**config.mk**
```make
export PLATFORM = sky130hd
export DESIGN_NAME = rp_err_pme_ctl
export DESIGN_NICKNAME = d
export VERILOG_FILES = /design/src/rtl/rp_err_pme_ctl.sv
export SDC_FILE = /design/constraint.sdc
export NUM_CORES = 1
export LEC_CHECK = 0
export BUFFER_PORTS_ARGS = -buffer_cell sky130_fd_sc_hd__buf_2
export CAP_MARGIN = 10
export CORE_MARGIN = 2
export CORE_UTILIZATION = 25
export CTS_CLUSTER_SIZE = 24
export DETAILED_ROUTE_END_ITERATION = 16
export PLACE_DENSITY_LB_ADDON = 0.2
export SLEW_MARGIN = 30
export SYNTH_ARGS = -nofsm -noshare
export SYNTH_HDL_FRONTEND = slang
export SYNTH_SLANG_ARGS = --single-unit
```
**constraint.sdc**
```tcl
create_clock -name clk -period 0.8 [get_ports clk]
set_input_delay 0.08 -clock clk [delete_from_list [all_inputs] [get_ports clk]]
set_output_delay 0.08 -clock clk [all_outputs]
set_load 0.01 [all_outputs]
```
**src/rtl/rp_err_pme_ctl.sv**
```systemverilog
module rp_err_pme_ctl #(
  parameter int REG_W = 16,
  parameter int NCLS  = 3
) (
  input  logic             clk,
  input  logic             rst_n,
  input  logic             wr_en,
  input  logic [REG_W-1:0] wr_data,
  output logic [REG_W-1:0] rd_data,
  input  logic [NCLS-1:0]  loc_err,
  input  logic [NCLS-1:0]  msg_err,
  input  logic             pme_msg,
  input  logic             pme_clr,
  input  logic             cmd_serr_en,
  output logic             serr,
  output logic             pme_irq,
  output logic             pme_status
);
  localparam int CTL_W   = NCLS + 1;
  localparam int PME_BIT = NCLS;

  logic [CTL_W-1:0] ctl_q;
  logic             hit;
  logic             unused_ok;

  assign unused_ok = cmd_serr_en ^ (|wr_data[REG_W-1:CTL_W]);
  assign hit       = |((loc_err | msg_err) & ctl_q[NCLS-1:0]);

  always_ff @(posedge clk or negedge rst_n) begin
    if (!rst_n) begin
      ctl_q      <= '0;
      serr       <= 1'b0;
      pme_status <= 1'b0;
    end else begin
      if (wr_en) ctl_q <= wr_data[CTL_W-1:0];
      serr <= hit;
      if (pme_msg)      pme_status <= 1'b1;
      else if (pme_clr) pme_status <= 1'b0;
    end
  end

  assign pme_irq = pme_status & ctl_q[PME_BIT];
  assign rd_data = {{(REG_W-CTL_W){1'b0}}, ctl_q};

  a_r2_rsvd_zero: assert property (@(posedge clk) disable iff (!rst_n)
    wr_en |=> rd_data[REG_W-1:CTL_W] == '0);
  a_r4_serr_has_cause: assert property (@(posedge clk) disable iff (!rst_n)
    serr |-> $past(|(loc_err | msg_err)));
  a_r7_pme_sets: assert property (@(posedge clk) disable iff (!rst_n)
    pme_msg |=> pme_status);
  a_r9_enable_rise: assert property (@(posedge clk) disable iff (!rst_n)
    (wr_en && wr_data[PME_BIT] && !rd_data[PME_BIT] && pme_status && !pme_clr) |=> pme_irq);
  a_r10_clear: assert property (@(posedge clk) disable iff (!rst_n)
    (pme_clr && !pme_msg) |=> !pme_status);
endmodule

```
# After elaboration in Yosys (flattened, before gate mapping)
# Cells that the tools add are included.
# Widths: inputs -> output; s select.
dict set report classes {
  mux 2
  n_bitwise 3
  n_reduce_logical 2
}
# cell n
set ops {}
lappend ops {{$and 3x3->3} 1}
lappend ops {{$or 3x3->3} 1}
lappend ops {{$reduce_or 3->1} 1}
lappend ops {{$mux 1} 2}
lappend ops {{$reduce_bool 2->1} 1}
lappend ops {{$and 1x1->1} 1}
dict set report word_totals {
  ff_bits 6
  in_bits 28
  out_inout_bits 19
  word_cells 10
}

# Depth between registers and ports, before layout
# Gate-level depths: netlist (run 1).
dict set report depth {
  depth_word 3
  ltp_mapped 2
  depth_no_buf 2
}

# Worst setup path before layout (run 1)
# OpenSTA, ideal clock, no wires.
dict set report synth_timing {
  path_type {flip-flop to flip-flop}
  from {register ctl_q[0] (netlist name)}
  to {register ctl_q[0]}
  setup_ns 0.125
  t_arrival_ns 0.654
  required_ns 0.675
  setup_slack_ns 0.021
  stages_incl_launch_ff 2
  synth_period_minus_slack_ns 0.779
  cell_sequence {dfrtp_1 mux2_2}
}
# element line_no
set synth_rtl {}
lappend synth_rtl {{to (signal assigned)} 35} ;# if (wr_en) ctl_q <= wr_data[CTL_W-1:0];
lappend synth_rtl {{to (decl)} 22} ;# logic [CTL_W-1:0] ctl_q;

# Worst setup path in the final report (run 1)
dict set report layout_timing {
  from {register ctl_q[3]}
  to {output port pme_irq}
}
dict set report layout_via {
  elab_chain_cells 1
}
# element line_no
set layout_rtl {}
lappend layout_rtl {{$and 1x1->1} 42} ;# assign pme_irq = pme_status & ctl_q[PME_BIT];
lappend layout_rtl {{to (decl)} 16} ;# output logic pme_irq,
# Every way passes these cells.

==> report_table.html, run 1 <==
<table>
<tr><th>Metric</th><th>Value</th></tr>
<tr><th colspan="2">Layout</th></tr>
<tr><td>Layout Utilization</td><td>0.358</td></tr>
<tr><td>Final layout net count</td><td>85</td></tr>
<tr><td>Final instance count without filler cells</td><td>70</td></tr>
<tr><td>Number of antenna diodes</td><td>0</td></tr>
<tr><td>Ratio of cells with drive above 1 in the final layout</td><td>0.527</td></tr>
<tr><td>Layout overhead on the synthesized area</td><td>37.2%</td></tr>
<tr><th colspan="2">Die</th></tr>
<tr><td>Starting density of the core</td><td>0.261</td></tr>
<tr><td>Die extent in y</td><td>40.1 um</td></tr>
<tr><td>Ports</td><td>47</td></tr>
<tr><td>Placement Rows</td><td>13</td></tr>
<tr><td>Die Width</td><td>40.1 um</td></tr>
<tr><td>Core ar.</td><td>1250 sq um</td></tr>
<tr><td>Area of the die</td><td>1610 sq um</td></tr>
<tr><th colspan="2">Worst setup path</th></tr>
<tr><td>Endpoint required time on the critical path</td><td>0.72 ns</td></tr>
<tr><td>Critical path depth</td><td>2</td></tr>
<tr><td>Termination of the worst setup path</td><td>pme_irq</td></tr>
<tr><td>Crit path cell chain</td><td>and2_1 -&gt; buf_2</td></tr>
<tr><td>Family with the most delay on the worst path</td><td>flip-flops</td></tr>
<tr><td>Max stage delay cell, worst path</td><td>sky130_fd_sc_hd__dfrtp_1</td></tr>
<tr><td>Crit path buf inv count</td><td>1</td></tr>
<tr><td>Element type at the critical path end</td><td>output pin</td></tr>
<tr><td>Critical setup path kind</td><td>flop to output pin</td></tr>
<tr><td>CP arrival</td><td>0.89 ns</td></tr>
<tr><td>Highest fanout seen on the critical path</td><td>2</td></tr>
<tr><td>Launching instance or port of the critical path</td><td>ctl_q[3]</td></tr>
<tr><td>Cells on worst reg2reg path</td><td>2</td></tr>
<tr><td>Slowest cell delay on critical path</td><td>0.36 ns</td></tr>
<tr><td>Critical R2R Launch</td><td>ctl_q[3]</td></tr>
<tr><td>Reg-to-reg slack, setup</td><td>-0.06 ns</td></tr>
<tr><td>Critical path launch point type</td><td>flop</td></tr>
<tr><td>Worst r2r dst</td><td>ctl_q[3]</td></tr>
<tr><th colspan="2">Drt</th></tr>
<tr><td>Total wirelength of the detailed-routed design</td><td>618 um</td></tr>
<tr><td>Number of DRC violations after detailed-routing iteration 0</td><td>0</td></tr>
<tr><td># DRC</td><td>0</td></tr>
<tr><td>Drt wl/cell</td><td>8.83 um</td></tr>
<tr><td>DR pass1 iterations</td><td>1</td></tr>
<tr><td>Vias per inst</td><td>3.67</td></tr>
<tr><td>Total via count after detailed routing</td><td>257</td></tr>
<tr><td>Number of nets with antenna violations after detailed routing</td><td>0</td></tr>
<tr><th colspan="2">Placement</th></tr>
<tr><td>Placed insts</td><td>65</td></tr>
<tr><td>Number of buffers added on ports</td><td>21</td></tr>
<tr><td>HPWL Detailed</td><td>492 um</td></tr>
<tr><td>Placer Congestion</td><td>0.572</td></tr>
<tr><th colspan="2">Yosys</th></tr>
<tr><td>Syn Inst Count</td><td>30</td></tr>
<tr><td>Mean instance size in the synthesized netlist</td><td>10.9 sq um</td></tr>
<tr><td>Number of storage elements in the synthesis netlist</td><td>6</td></tr>
<tr><td>Synthesized area</td><td>327 sq um</td></tr>
<tr><td>Distinct cell type count after synthesis</td><td>9</td></tr>
<tr><td>Yosys warnings</td><td>0</td></tr>
<tr><td>Sequential share of the synthesized area</td><td>0.460</td></tr>
<tr><th colspan="2">Power</th></tr>
<tr><td>Part of the total power dissipated in combinational logic</td><td>0.217</td></tr>
<tr><td>Reported leakage power</td><td>0.248 nW</td></tr>
<tr><td>Share of total power in the clock network</td><td>0.350</td></tr>
<tr><td>Switch share</td><td>0.268</td></tr>
<tr><td>VDD IR max</td><td>1.00 mV</td></tr>
<tr><td>Sequential fraction of design power</td><td>0.433</td></tr>
<tr><td>Internal power of the cells</td><td>0.000593 W</td></tr>
<tr><td>Pwr dens</td><td>1810 nW/um^2</td></tr>
<tr><td>Overall Power</td><td>0.000810 W</td></tr>
<tr><td>Power dissipated by switching net loads</td><td>0.000217 W</td></tr>
<tr><th colspan="2">GRT</th></tr>
<tr><td>Total routing resource utilization after global routing</td><td>0.0961</td></tr>
<tr><td>Total grt overflow</td><td>0</td></tr>
<tr><td>Number of global-route vias before repair</td><td>226</td></tr>
<tr><td>Pin count of the biggest net entering global routing</td><td>7</td></tr>
<tr><td>Initial antenna violation count</td><td>0</td></tr>
<tr><td>First-pass GRT wire length</td><td>890 um</td></tr>
<tr><th colspan="2">STA</th></tr>
<tr><td>Share of the clock period used by the worst path after layout</td><td>1.21</td></tr>
<tr><td>Setup WS post-layout</td><td>-0.166 ns</td></tr>
<tr><td>RSZ-0062 raised after global routing</td><td>yes</td></tr>
<tr><td>Final setup violation count</td><td>8</td></tr>
<tr><td>Time the worst path needs with I/O delays and setup</td><td>0.966 ns</td></tr>
<tr><td>Clock skew after layout</td><td>0.00589 ns</td></tr>
<tr><td>Fmax</td><td>1.04 GHz</td></tr>
<tr><td>Number of pins exceeding their max-slew limit in the final report</td><td>0</td></tr>
<tr><td>Fin. Hold Viols</td><td>0</td></tr>
<tr><th colspan="2">Min path</th></tr>
<tr><td>Min-Delay Path Depth</td><td>2</td></tr>
<tr><td>Hold Crit Class</td><td>input port to flop</td></tr>
<tr><th colspan="2">Clock network</th></tr>
<tr><td>Total clock buffers created by CTS</td><td>3</td></tr>
<tr><td>Clock-pin slew of the registers on the worst-case setup and hold paths</td><td>0.05 ns</td></tr>
<tr><td>CTS sink cnt</td><td>6</td></tr>
<tr><td>H-tree levels</td><td>1</td></tr>
<tr><td>Buffer levels on the longest clock path</td><td>2</td></tr>
<tr><td>CTS Root Cell</td><td>sky130_fd_sc_hd__clkbuf_4</td></tr>
<tr><td>Clock latency on the worst-skew pair</td><td>0.25 ns</td></tr>
<tr><td>TritonCTS clock tree</td><td>built</td></tr>
<tr><th colspan="2">Status</th></tr>
<tr><td>Violated checks</td><td>negative setup slack</td></tr>
<tr><td>Status</td><td>finished with violations</td></tr>
<tr><th colspan="2">Flow run</th></tr>
<tr><td>Max-cap violations</td><td>0</td></tr>
</table>
-- stage by stage --
step                      setup WS (ns)  hold WS, ns  TNS, ns  instance area [sq um]
after floorplan                  0.0214       -0.216        0                    368
after global placement           0.0422      -0.0895        0                    402
after detailed placement         0.0407      -0.0854        0                    402
after CTS                        -0.188       0.0157   -0.502                    434
after global routing             -0.209       0.0126   -0.864                    448
final                            -0.166       0.0198   -0.578                    448
-- worst min-delay path by stage --
| stage | startpoint | to |
|---|---|---|
| floorplan | rst_n | ctl_q[0] |
| global placement | rst_n | serr |
| detailed placement | rst_n | serr |
| CTS | pme_msg | pme_status |
| global route | pme_msg | pme_status |
| finish | pme_msg | pme_status |
-- cells in the mapped netlist (all sizes together) --
| library cell | number | area (sq um) |
|---|---|---|
| dfrtp | 6 | 150 |
| mux2 | 4 | 45.0 |
| a21o | 1 | 7.51 |
| inv | 1 | 3.75 |
| nand3 | 1 | 5.00 |
| buf | 12 | 90.1 |
| and2 | 1 | 6.26 |
| conb | 1 | 3.75 |
| o21ai | 3 | 15.0 |
-- flip-flops by register name, summed over array words and instances (netlist names) --
name and count:
pme_status 1, ctl_q 4, serr 1
-- power by group through the flow --
stage / logic (W) / registers [W] / clock network, W
6_report: 0.000176 / 0.000351 / 0.000283
5_1_grt: 0.000198 / 0.000356 / 0.000317
4_1_cts: 0.000163 / 0.000352 / 0.000296
3_5_place_dp: 0.000159 / 0.000357 / 0
3_3_place_gp: 0.000157 / 0.000357 / 0
2_1_floorplan: 0.000108 / 0.000370 / 0
-- area by class of cell --
type | count | area (sq um)
fillers | 126 | 805
repair buffers | 23 | 129
flip-flops and latches | 6 | 150
clock buffers | 3 | 22.5
well taps | 15 | 18.8
multi-input cells | 22 | 124
inverters | 1 | 3.75
-- repair_timing --
item | 4_1_cts | 5_1_grt
hold endpoints to repair | 6 | 0
gates resized for setup | 0 | 1
pin swaps | 0 | 1
gates cloned | 0 | 0
buffers inserted | 0 | 1
endpoints found under the setup margin | 7 | 8
hold buffers | 1 | 0
-- kinds of logic (layout without fill, tap and decap cells) --
kind of cell / Yosys count / after routing / share of synthesized area
mux: 4 / 4 / 0.138
buf+inv: 13 / 27 / 0.287
other cells: 1 / 12 / 0.0115
flops: 6 / 6 / 0.460
compound gates: 4 / 4 / 0.0690
simple gates: 2 / 2 / 0.0345
-- layer usage --
metal  track usage  up-vias  part of all wire
met5             0        -                 0
met4        0.0517        0            0.0065
met3        0.0833        2              0.19
met2         0.133       25              0.36
met1        0.0980      106              0.44
li1              -      124                 -
-- layout by cell type (no fill, tap or decap) --
cell type,n
sky130_fd_sc_hd__clkbuf_4,3
sky130_fd_sc_hd__dlygate4sd3_1,1
sky130_fd_sc_hd__nand3_1,1
sky130_fd_sc_hd__and2_1,1
sky130_fd_sc_hd__dfrtp_1,6
sky130_fd_sc_hd__a21o_1,1
sky130_fd_sc_hd__buf_4,1
sky130_fd_sc_hd__conb_1,12
sky130_fd_sc_hd__mux2_2,4
sky130_fd_sc_hd__inv_1,1
sky130_fd_sc_hd__buf_6,1
sky130_fd_sc_hd__buf_2,20
sky130_fd_sc_hd__o21ai_0,3
(Power assumes the default switching activity.)
==> inputs of run 2 (changes only) <==
--- a/config.mk
+++ b/config.mk
@@ -5,6 +5,7 @@
 export SDC_FILE = /design/constraint.sdc
 export NUM_CORES = 1
 export LEC_CHECK = 0
+export ABC_AREA = 1
 export BUFFER_PORTS_ARGS = -buffer_cell sky130_fd_sc_hd__buf_2
 export CAP_MARGIN = 10
 export CORE_MARGIN = 2
@@ -12,6 +13,7 @@
 export CTS_CLUSTER_SIZE = 24
 export DETAILED_ROUTE_END_ITERATION = 16
 export PLACE_DENSITY_LB_ADDON = 0.2
+export REMOVE_ABC_BUFFERS = 1
 export SLEW_MARGIN = 30
 export SYNTH_ARGS = -nofsm -noshare
 export SYNTH_HDL_FRONTEND = slang
==> run 2 against run 1 <==
Net effect: the flow still finishes with violations (negative setup slack); sequential share of layout area down 1.6 points; global-route usage increased by 0.20 points; cell count is 17% higher; register-to-register slack better by 0.13 ns; first-iteration DRC count grew 2; setup slack better by 0.048 ns; die area is 1.7% higher; area after synthesis is 1.9% higher; power fell by 2.9%; largest cell class unchanged; largest power group unchanged; highest routed layer unchanged.
==> report_table.html, run 2 <==
<table>
<tr><th>Metric</th><th>Value</th></tr>
<tr><th colspan="2">Yosys</th></tr>
<tr><td>Area share of the largest cell type after synthesis</td><td>0.451 (-0.00864)</td></tr>
<tr><td>Syn Inst Count</td><td>39 (+30%)</td></tr>
<tr><td>EDFF count, synth</td><td>0 (unchanged)</td></tr>
<tr><td>Biggest area contributors in the synthesized netlist</td><td>sky130_fd_sc_hd__dfrtp_1 (45%), sky130_fd_sc_hd__buf_4 (27%), sky130_fd_sc_hd__o21ai_0 (11%)</td></tr>
<tr><td>Post-synthesis async set-or-reset flop share</td><td>1.00 (unchanged)</td></tr>
<tr><td>Cell with the most instances after synthesis</td><td>sky130_fd_sc_hd__buf_4</td></tr>
<tr><td>Sequential share of the synthesized area</td><td>0.451 (-0.00864)</td></tr>
<tr><td>Primary FF master, synth</td><td>sky130_fd_sc_hd__dfrtp_1</td></tr>
<tr><td>Distinct cell type count after synthesis</td><td>8 (-1)</td></tr>
<tr><td>Synthesized area</td><td>333 sq um (+1.9%)</td></tr>
<tr><td>Most numerous cell types in the synthesized netlist</td><td>sky130_fd_sc_hd__buf_4 (12), sky130_fd_sc_hd__o21ai_0 (7), sky130_fd_sc_hd__dfrtp_1 (6), sky130_fd_sc_hd__inv_1 (6), sky130_fd_sc_hd__nand2_1 (5)</td></tr>
<tr><td>Synth area leader</td><td>sky130_fd_sc_hd__dfrtp_1</td></tr>
<tr><td>Number of storage elements in the synthesis netlist</td><td>6 (unchanged)</td></tr>
<tr><td>Yosys warnings</td><td>0 (unchanged)</td></tr>
<tr><td>Mean instance size in the synthesized netlist</td><td>8.53 sq um (-22%)</td></tr>
<tr><th colspan="2">STA</th></tr>
<tr><td>Setup WS post-layout</td><td>-0.118 ns (+0.0483 ns)</td></tr>
<tr><td>RSZ-0062 raised after global routing</td><td>yes</td></tr>
<tr><td>Fin. Hold Viols</td><td>0 (unchanged)</td></tr>
<tr><td>Clock skew after layout</td><td>0.00148 ns (-0.00441 ns)</td></tr>
<tr><td>Share of the clock period used by the worst path after layout</td><td>1.15 (-0.0604)</td></tr>
<tr><td>Time the worst path needs with I/O delays and setup</td><td>0.918 ns (-0.0483 ns)</td></tr>
<tr><td>Final setup violation count</td><td>7 (-1)</td></tr>
<tr><td>Number of pins exceeding their max-slew limit in the final report</td><td>0 (unchanged)</td></tr>
<tr><td>Fmax</td><td>1.09 GHz (+5.3%)</td></tr>
<tr><th colspan="2">Clock network</th></tr>
<tr><td>CTS Root Cell</td><td>sky130_fd_sc_hd__clkbuf_4</td></tr>
<tr><td>TritonCTS clock tree</td><td>built</td></tr>
<tr><td>H-tree levels</td><td>1 (unchanged)</td></tr>
<tr><td>Buffer levels on the longest clock path</td><td>2 (unchanged)</td></tr>
<tr><td>Clock latency on the worst-skew pair</td><td>0.23 ns (-0.02 ns)</td></tr>
<tr><td>Clock-pin slew of the registers on the worst-case setup and hold paths</td><td>0.04 ns (about the same)</td></tr>
<tr><td>Post-CTS resize count</td><td>0 (unchanged)</td></tr>
<tr><td>CTS sink cnt</td><td>6 (unchanged)</td></tr>
<tr><td>Total clock buffers created by CTS</td><td>3 (unchanged)</td></tr>
<tr><th colspan="2">GRT</th></tr>
<tr><td>Number of global-route vias before repair</td><td>240 (+6.2%)</td></tr>
<tr><td>First-pass GRT wire length</td><td>931 um (+4.6%)</td></tr>
<tr><td>Initial antenna violation count</td><td>0 (unchanged)</td></tr>
<tr><td>Total grt overflow</td><td>0 (unchanged)</td></tr>
<tr><td>Total routing resource utilization after global routing</td><td>0.0981 (+0.00200)</td></tr>
<tr><td>Pin count of the biggest net entering global routing</td><td>9 (+2)</td></tr>
<tr><th colspan="2">Drt</th></tr>
<tr><td>Total wirelength of the detailed-routed design</td><td>599 um (-3.1%)</td></tr>
<tr><td>DR pass1 iterations</td><td>3 (+2)</td></tr>
<tr><td>Number of nets with antenna violations after detailed routing</td><td>0 (unchanged)</td></tr>
<tr><td>Number of DRC violations after detailed-routing iteration 0</td><td>2 (+2)</td></tr>
<tr><td># DRC</td><td>0 (unchanged)</td></tr>
<tr><td>Vias per inst</td><td>3.61 (-1.7%)</td></tr>
<tr><td>Total via count after detailed routing</td><td>296 (+15%)</td></tr>
<tr><td>Drt wl/cell</td><td>7.30 um (-17%)</td></tr>
<tr><th colspan="2">Worst setup path</th></tr>
<tr><td>Critical path launch point type</td><td>flop</td></tr>
<tr><td>Element type at the critical path end</td><td>output pin</td></tr>
<tr><td>Highest fanout seen on the critical path</td><td>3 (+1)</td></tr>
<tr><td>Endpoint required time on the critical path</td><td>0.72 ns (about the same)</td></tr>
<tr><td>CP arrival</td><td>0.84 ns (-0.05 ns)</td></tr>
<tr><td>Critical setup path kind</td><td>flop to output pin</td></tr>
<tr><th colspan="2">Die</th></tr>
<tr><td>Starting density of the core</td><td>0.262 (+0.00159)</td></tr>
<tr><td>Core ar.</td><td>1270 sq um (+1.3%)</td></tr>
<tr><td>Die Width</td><td>40.5 um (+0.86%)</td></tr>
<tr><td>Placement Rows</td><td>13 (unchanged)</td></tr>
<tr><td>Die extent in y</td><td>40.5 um (+0.86%)</td></tr>
<tr><td>Area of the die</td><td>1640 sq um (+1.7%)</td></tr>
<tr><td>Ports</td><td>47 (unchanged)</td></tr>
<tr><th colspan="2">Layout</th></tr>
<tr><td>Largest registers ranked by flip-flop count</td><td>ctl_q x4, pme_status x1, serr x1</td></tr>
<tr><td>Layout Utilization</td><td>0.371 (+0.0132)</td></tr>
<tr><td>Ratio of cells with drive above 1 in the final layout</td><td>0.418 (-0.109)</td></tr>
<tr><td>Flip-flop count of the largest register after layout</td><td>4 (unchanged)</td></tr>
<tr><td>FILL cells</td><td>148 (+17%)</td></tr>
<tr><td>Footprint of the multi-input gates</td><td>111 sq um (-10%)</td></tr>
<tr><td>Final instance count without filler cells</td><td>82 (+17%)</td></tr>
<tr><td>Layout overhead on the synthesized area</td><td>41.4%</td></tr>
<tr><td>Most common cell after layout, fill and taps aside</td><td>sky130_fd_sc_hd__buf_2</td></tr>
<tr><td>Final layout net count</td><td>97 (+14%)</td></tr>
<tr><td>Register containing the most flip-flops in the final layout</td><td>ctl_q</td></tr>
<tr><td>Number of antenna diodes</td><td>0 (unchanged)</td></tr>
<tr><td>Commonest non-fill, non-tap cells in the layout</td><td>sky130_fd_sc_hd__buf_2 (21), sky130_fd_sc_hd__conb_1 (12), sky130_fd_sc_hd__o21ai_0 (7), sky130_fd_sc_hd__inv_1 (6), sky130_fd_sc_hd__dfrtp_1 (6)</td></tr>
<tr><td>Reg area</td><td>150 sq um (unchanged)</td></tr>
<tr><th colspan="2">Status</th></tr>
<tr><td>Violated checks</td><td>negative setup slack</td></tr>
<tr><td>Status</td><td>finished with violations</td></tr>
<tr><th colspan="2">Power</th></tr>
<tr><td>Pwr dens</td><td>1670 nW/um^2 (-7.5%)</td></tr>
<tr><td>Sequential fraction of design power</td><td>0.444 (+0.011)</td></tr>
<tr><td>Switch share</td><td>0.255 (-0.0134)</td></tr>
<tr><td>Reported leakage power</td><td>0.287 nW (+16%)</td></tr>
<tr><td>VDD IR max</td><td>0.622 mV (-38%)</td></tr>
<tr><td>Power dissipated by switching net loads</td><td>0.000200 W (-7.7%)</td></tr>
<tr><td>Share of total power in the clock network</td><td>0.331 (-0.019)</td></tr>
<tr><td>Internal power of the cells</td><td>0.000587 W (-1.1%)</td></tr>
<tr><td>Overall Power</td><td>0.000787 W (-2.9%)</td></tr>
<tr><td>Part of the total power dissipated in combinational logic</td><td>0.224 (+0.007)</td></tr>
<tr><th colspan="2">Placement</th></tr>
<tr><td>Placer Congestion</td><td>0.646 (+13%)</td></tr>
<tr><td>HPWL Detailed</td><td>513 um (+4.3%)</td></tr>
<tr><td>Number of buffers added on ports</td><td>21 (unchanged)</td></tr>
<tr><td>Placed insts</td><td>74 (+14%)</td></tr>
<tr><th colspan="2">Flow run</th></tr>
<tr><td>Max-cap violations</td><td>0 (unchanged)</td></tr>
<tr><th colspan="2">Min path</th></tr>
<tr><td>Hold Crit Class</td><td>input port to flop</td></tr>
</table>
-- run 2: cells by family after synthesis --
group	synth area share
buffers and inverters	0.338
AO/OA/AOI/OAI	0.128
flip-flops	0.451
other	0.0113
AND/OR/NAND/NOR	0.0714
-- run 2: final timing paths --
path | cells past startpoint | startpoint | slack [ns] | to
max in group asynchronous | 2 | rst_n | 0.46 | ctl_q[2]
worst min-delay path | 2 | pme_clr | 0.02 | pme_status
worst max-delay path | 3 | ctl_q[3] | -0.12 | pme_irq
worst max register to register | 3 | ctl_q[0] | 0.07 | ctl_q[0]
min in group asynchronous | 2 | rst_n | 0.20 | pme_status
worst min register to register | 2 | pme_status | 0.54 | pme_status
-- run 2: worst max-delay path: stages (launching register included) --
cell,delay [ns]
sky130_fd_sc_hd__dfrtp_1,0.38
sky130_fd_sc_hd__nand2_1,0.07
sky130_fd_sc_hd__inv_1,0.03
sky130_fd_sc_hd__buf_2,0.12
-- run 2: routing by layer --
metal / global-route usage / wire, um
met5: 0 / 0
met1: 0.0930 / 222
met2: 0.155 / 293
met4: 0.125 / 19
met3: 0.0222 / 64
-- run 2: what timing repair did --
| action | in CTS | in global routing |
|---|---|---|
| setup buffers | 3 | 1 |
| hold buffers | 1 | 0 |
| setup endpoints to repair | 7 | 7 |
| hold endpoints to repair | 6 | 0 |
| pin swaps | 1 | 0 |
-- run 2: through the flow --
step / area, sq um / setup TNS, ns / hold WS, ns / worst slack, ns
after global placement: 408 / 0 / -0.0883 / 0.115
after detailed placement: 408 / 0 / -0.0885 / 0.0775
after floorplan: 284 / 0 / -0.216 / 0.113
after CTS: 463 / -0.406 / 0.0211 / -0.131
after global routing: 470 / -0.659 / 0.0198 / -0.197
final: 470 / -0.314 / 0.0238 / -0.118
-- run 2: power groups by stage --
stage / sequential [W] / clock, W / combinational, W
floorplan: 0.000367 / 0 / 0.0000566
global placement: 0.000354 / 0 / 0.000147
detailed placement: 0.000357 / 0 / 0.000149
CTS: 0.000351 / 0.000275 / 0.000174
global route: 0.000355 / 0.000301 / 0.000207
finish: 0.000350 / 0.000261 / 0.000177
-- run 2: final cells by class --
type	instances	share of cell area
multi-input cells	26	0.237
flip-flops and latches	6	0.319
well taps	15	0.0399
repair buffers	26	0.309
inverters	6	0.0479
clock buffers	3	0.0479
==> inputs of run 3 (changes only) <==
--- a/config.mk
+++ b/config.mk
@@ -10,8 +10,10 @@
 export CAP_MARGIN = 10
 export CORE_MARGIN = 2
 export CORE_UTILIZATION = 25
+export CTS_BUF_LIST = sky130_fd_sc_hd__clkbuf_16
 export CTS_CLUSTER_SIZE = 24
 export DETAILED_ROUTE_END_ITERATION = 16
+export MAX_ROUTING_LAYER = met4
 export PLACE_DENSITY_LB_ADDON = 0.2
 export REMOVE_ABC_BUFFERS = 1
 export SLEW_MARGIN = 30
==> run 3 against run 2 <==
Net effect: the run still ends with negative setup slack left; setup slack gained 0.018 ns; combinational power grew 3%; wire length grew 15%; clock-buffer cell count is the same; maximum frequency grew 2.0%; cell count is the same; register-to-register slack lost 0.03 ns; critical path depth is the same; core utilization grew 4.4 points; design area grew 12%; die area is the same; largest cell class unchanged; highest routed layer unchanged.
==> report_table.html, run 3 (synthesis gave the netlist of run 2 again) <==
<table>
<tr><th>Metric</th><th>Value</th></tr>
<tr><th colspan="2">Placement</th></tr>
<tr><td>Number of buffers added on ports</td><td>21 (unchanged)</td></tr>
<tr><td>Placed insts</td><td>74 (unchanged)</td></tr>
<tr><td>Placer Congestion</td><td>0.652 (+0.87%)</td></tr>
<tr><td>HPWL Detailed</td><td>513 um (unchanged)</td></tr>
<tr><td>Worst setup slack after placement</td><td>0.0775 ns (unchanged)</td></tr>
<tr><th colspan="2">Worst setup path</th></tr>
<tr><td>Critical setup path kind</td><td>flop to output pin</td></tr>
<tr><td>Termination of the worst setup path</td><td>pme_irq</td></tr>
<tr><td>Critical path launch point type</td><td>flop</td></tr>
<tr><td>Reg-to-reg slack, setup</td><td>0.04 ns (-0.03 ns)</td></tr>
<tr><td>Launching instance or port of the critical path</td><td>ctl_q[3]</td></tr>
<tr><td>Worst r2r dst</td><td>ctl_q[1]</td></tr>
<tr><td>Highest fanout seen on the critical path</td><td>3 (unchanged)</td></tr>
<tr><td>Critical R2R Launch</td><td>ctl_q[1]</td></tr>
<tr><td>CP arrival</td><td>0.82 ns (-0.02 ns)</td></tr>
<tr><td>Endpoint required time on the critical path</td><td>0.72 ns (about the same)</td></tr>
<tr><td>Element type at the critical path end</td><td>output pin</td></tr>
<tr><td>Cells on worst reg2reg path</td><td>3 (unchanged)</td></tr>
<tr><th colspan="2">GRT</th></tr>
<tr><td>First-pass GRT wire length</td><td>1080 um (+16%)</td></tr>
<tr><td>Pin count of the biggest net entering global routing</td><td>9 (unchanged)</td></tr>
<tr><td>Number of global-route vias before repair</td><td>257 (+7.1%)</td></tr>
<tr><td>Total routing resource utilization after global routing</td><td>0.124 (+0.0264)</td></tr>
<tr><td>Initial antenna violation count</td><td>0 (unchanged)</td></tr>
<tr><td>Total grt overflow</td><td>0 (unchanged)</td></tr>
<tr><th colspan="2">Power</th></tr>
<tr><td>Sequential fraction of design power</td><td>0.266 (-0.178)</td></tr>
<tr><td>Share of total power in the clock network</td><td>0.596 (+0.265)</td></tr>
<tr><td>Pwr dens</td><td>2510 nW/um^2 (+50%)</td></tr>
<tr><td>Switch share</td><td>0.197 (-0.0579)</td></tr>
<tr><td>Part of the total power dissipated in combinational logic</td><td>0.138 (-0.086)</td></tr>
<tr><td>Internal power of the cells</td><td>0.00106 W (+81%)</td></tr>
<tr><td>VDD IR max</td><td>0.807 mV (+30%)</td></tr>
<tr><td>Power dissipated by switching net loads</td><td>0.000260 W (+30%)</td></tr>
<tr><td>Overall Power</td><td>0.00132 W (+68%)</td></tr>
<tr><td>Reported leakage power</td><td>0.311 nW (+8.5%)</td></tr>
<tr><th colspan="2">STA</th></tr>
<tr><td>Number of pins exceeding their max-slew limit in the final report</td><td>0 (unchanged)</td></tr>
<tr><td>Final setup violation count</td><td>6 (-1)</td></tr>
<tr><td>Fmax</td><td>1.11 GHz (+2.0%)</td></tr>
<tr><td>Share of the clock period used by the worst path after layout</td><td>1.12 (-0.0222)</td></tr>
<tr><td>Clock skew after layout</td><td>0.000872 ns (-0.000604 ns)</td></tr>
<tr><td>Time the worst path needs with I/O delays and setup</td><td>0.900 ns (-0.0177 ns)</td></tr>
<tr><td>Fin. Hold Viols</td><td>0 (unchanged)</td></tr>
<tr><td>Total negative setup slack</td><td>-0.254 ns (+0.0603 ns)</td></tr>
<tr><td>Setup WS post-layout</td><td>-0.100 ns (+0.0177 ns)</td></tr>
<tr><td>RSZ-0062 raised after global routing</td><td>yes</td></tr>
<tr><th colspan="2">Clock network</th></tr>
<tr><td>Clock-pin slew of the registers on the worst-case setup and hold paths</td><td>0.03 ns (about the same)</td></tr>
<tr><td>H-tree levels</td><td>1 (unchanged)</td></tr>
<tr><td>Buffer levels on the longest clock path</td><td>2 (unchanged)</td></tr>
<tr><td>TritonCTS clock tree</td><td>built</td></tr>
<tr><td>Total clock buffers created by CTS</td><td>3 (unchanged)</td></tr>
<tr><td>CTS Root Cell</td><td>sky130_fd_sc_hd__clkbuf_16</td></tr>
<tr><td>CTS sink cnt</td><td>6 (unchanged)</td></tr>
<tr><td>Clock latency on the worst-skew pair</td><td>0.22 ns (about the same)</td></tr>
<tr><th colspan="2">Die</th></tr>
<tr><td>Die Width</td><td>40.5 um (unchanged)</td></tr>
<tr><td>Area of the die</td><td>1640 sq um (unchanged)</td></tr>
<tr><td>Ports</td><td>47 (unchanged)</td></tr>
<tr><td>Core ar.</td><td>1270 sq um (unchanged)</td></tr>
<tr><td>Starting density of the core</td><td>0.262 (unchanged)</td></tr>
<tr><td>Placement Rows</td><td>13 (unchanged)</td></tr>
<tr><td>Die extent in y</td><td>40.5 um (unchanged)</td></tr>
<tr><th colspan="2">Layout</th></tr>
<tr><td>Footprint of the multi-input gates</td><td>111 sq um (unchanged)</td></tr>
<tr><td>FILL cells</td><td>146 (-1.4%)</td></tr>
<tr><td>Final instance count without filler cells</td><td>82 (unchanged)</td></tr>
<tr><td>Final layout net count</td><td>97 (unchanged)</td></tr>
<tr><td>Ratio of cells with drive above 1 in the final layout</td><td>0.418 (unchanged)</td></tr>
<tr><td>Largest registers ranked by flip-flop count</td><td>ctl_q x4, pme_status x1, serr x1</td></tr>
<tr><td>Flip-flop count of the largest register after layout</td><td>4 (unchanged)</td></tr>
<tr><td>Register containing the most flip-flops in the final layout</td><td>ctl_q</td></tr>
<tr><td>Layout overhead on the synthesized area</td><td>58.3%</td></tr>
<tr><td>Reg area</td><td>150 sq um (unchanged)</td></tr>
<tr><td>Most common cell after layout, fill and taps aside</td><td>sky130_fd_sc_hd__buf_2</td></tr>
<tr><td>Commonest non-fill, non-tap cells in the layout</td><td>sky130_fd_sc_hd__buf_2 (21), sky130_fd_sc_hd__conb_1 (12), sky130_fd_sc_hd__o21ai_0 (7), sky130_fd_sc_hd__inv_1 (6), sky130_fd_sc_hd__dfrtp_1 (6)</td></tr>
<tr><td>Number of antenna diodes</td><td>0 (unchanged)</td></tr>
<tr><th colspan="2">Drt</th></tr>
<tr><td>Vias per inst</td><td>3.68 (+2.0%)</td></tr>
<tr><td>Total via count after detailed routing</td><td>302 (+2.0%)</td></tr>
<tr><td>Drt wl/cell</td><td>8.40 um (+15%)</td></tr>
<tr><td>Number of nets with antenna violations after detailed routing</td><td>0 (unchanged)</td></tr>
<tr><td>Total wirelength of the detailed-routed design</td><td>689 um (+15%)</td></tr>
<tr><td>DR pass1 iterations</td><td>3 (unchanged)</td></tr>
<tr><td># DRC</td><td>0 (unchanged)</td></tr>
<tr><td>Number of DRC violations after detailed-routing iteration 0</td><td>5 (+3)</td></tr>
<tr><th colspan="2">Status</th></tr>
<tr><td>Status</td><td>finished with violations</td></tr>
<tr><td>Violated checks</td><td>negative setup slack</td></tr>
<tr><th colspan="2">Flow run</th></tr>
<tr><td>Max-cap violations</td><td>0 (unchanged)</td></tr>
<tr><th colspan="2">Min path</th></tr>
<tr><td>Hold Crit Class</td><td>input port to flop</td></tr>
</table>
run 3: how the worst min path moves through the flow:
stage | start | slack (ns) | endpoint | cells past startpoint
6_report | pme_clr | 0.04 | pme_status | 2
3_5_place_dp | rst_n | -0.09 | ctl_q[1] | 1
4_1_cts | pme_clr | 0.04 | pme_status | 2
2_1_floorplan | rst_n | -0.22 | ctl_q[0] | 0
5_1_grt | pme_clr | 0.04 | pme_status | 2
3_3_place_gp | rst_n | -0.09 | serr | 1
run 3: critical path: stages (launching register included):
cell,delay [ns]
sky130_fd_sc_hd__dfrtp_1,0.38
sky130_fd_sc_hd__nand2_1,0.07
sky130_fd_sc_hd__inv_1,0.03
sky130_fd_sc_hd__buf_2,0.12
run 3: timing repair:
action / 4_1_cts / 5_1_grt
pin swaps: 1 / 0
resized for setup: 0 / 1
hold buffers: 1 / 0
endpoints found under the hold margin: 6 / 0
buffers inserted: 3 / 1
endpoints found under the setup margin: 7 / 8
run 3: metrics by stage:
step	utilization	hold slack, ns	cell area [sq um]
5_1_grt	0.415	0.0438	527
6_report	0.415	0.0375	527
4_1_cts	0.406	0.0391	515
3_3_place_gp	0.321	-0.0883	408
2_1_floorplan	-	-0.216	284
3_5_place_dp	0.321	-0.0885	408
run 3: layer usage:
metal,wire length [um],GRT usage,vias up
li1,-,-,152
met1,247,0.103,131
met2,359,0.187,17
met3,66,0.0556,2
met4,14,0.150,0
met5,0,-,-
run 3: power by group through the flow:
stage	sequential (W)	combinational (W)	clock, W
6_report	0.000352	0.000182	0.000787
5_1_grt	0.000358	0.000211	0.000820
4_1_cts	0.000352	0.000175	0.000800
3_5_place_dp	0.000357	0.000149	0
3_3_place_gp	0.000354	0.000147	0
2_1_floorplan	0.000367	0.0000566	0
run 3: cell type report:
type	instances	area share
inverter	6	0.0428
multi-input combinational	26	0.211
timing repair buffer	26	0.283
sequential	6	0.285
clock buffer	3	0.143
tap	15	0.0356
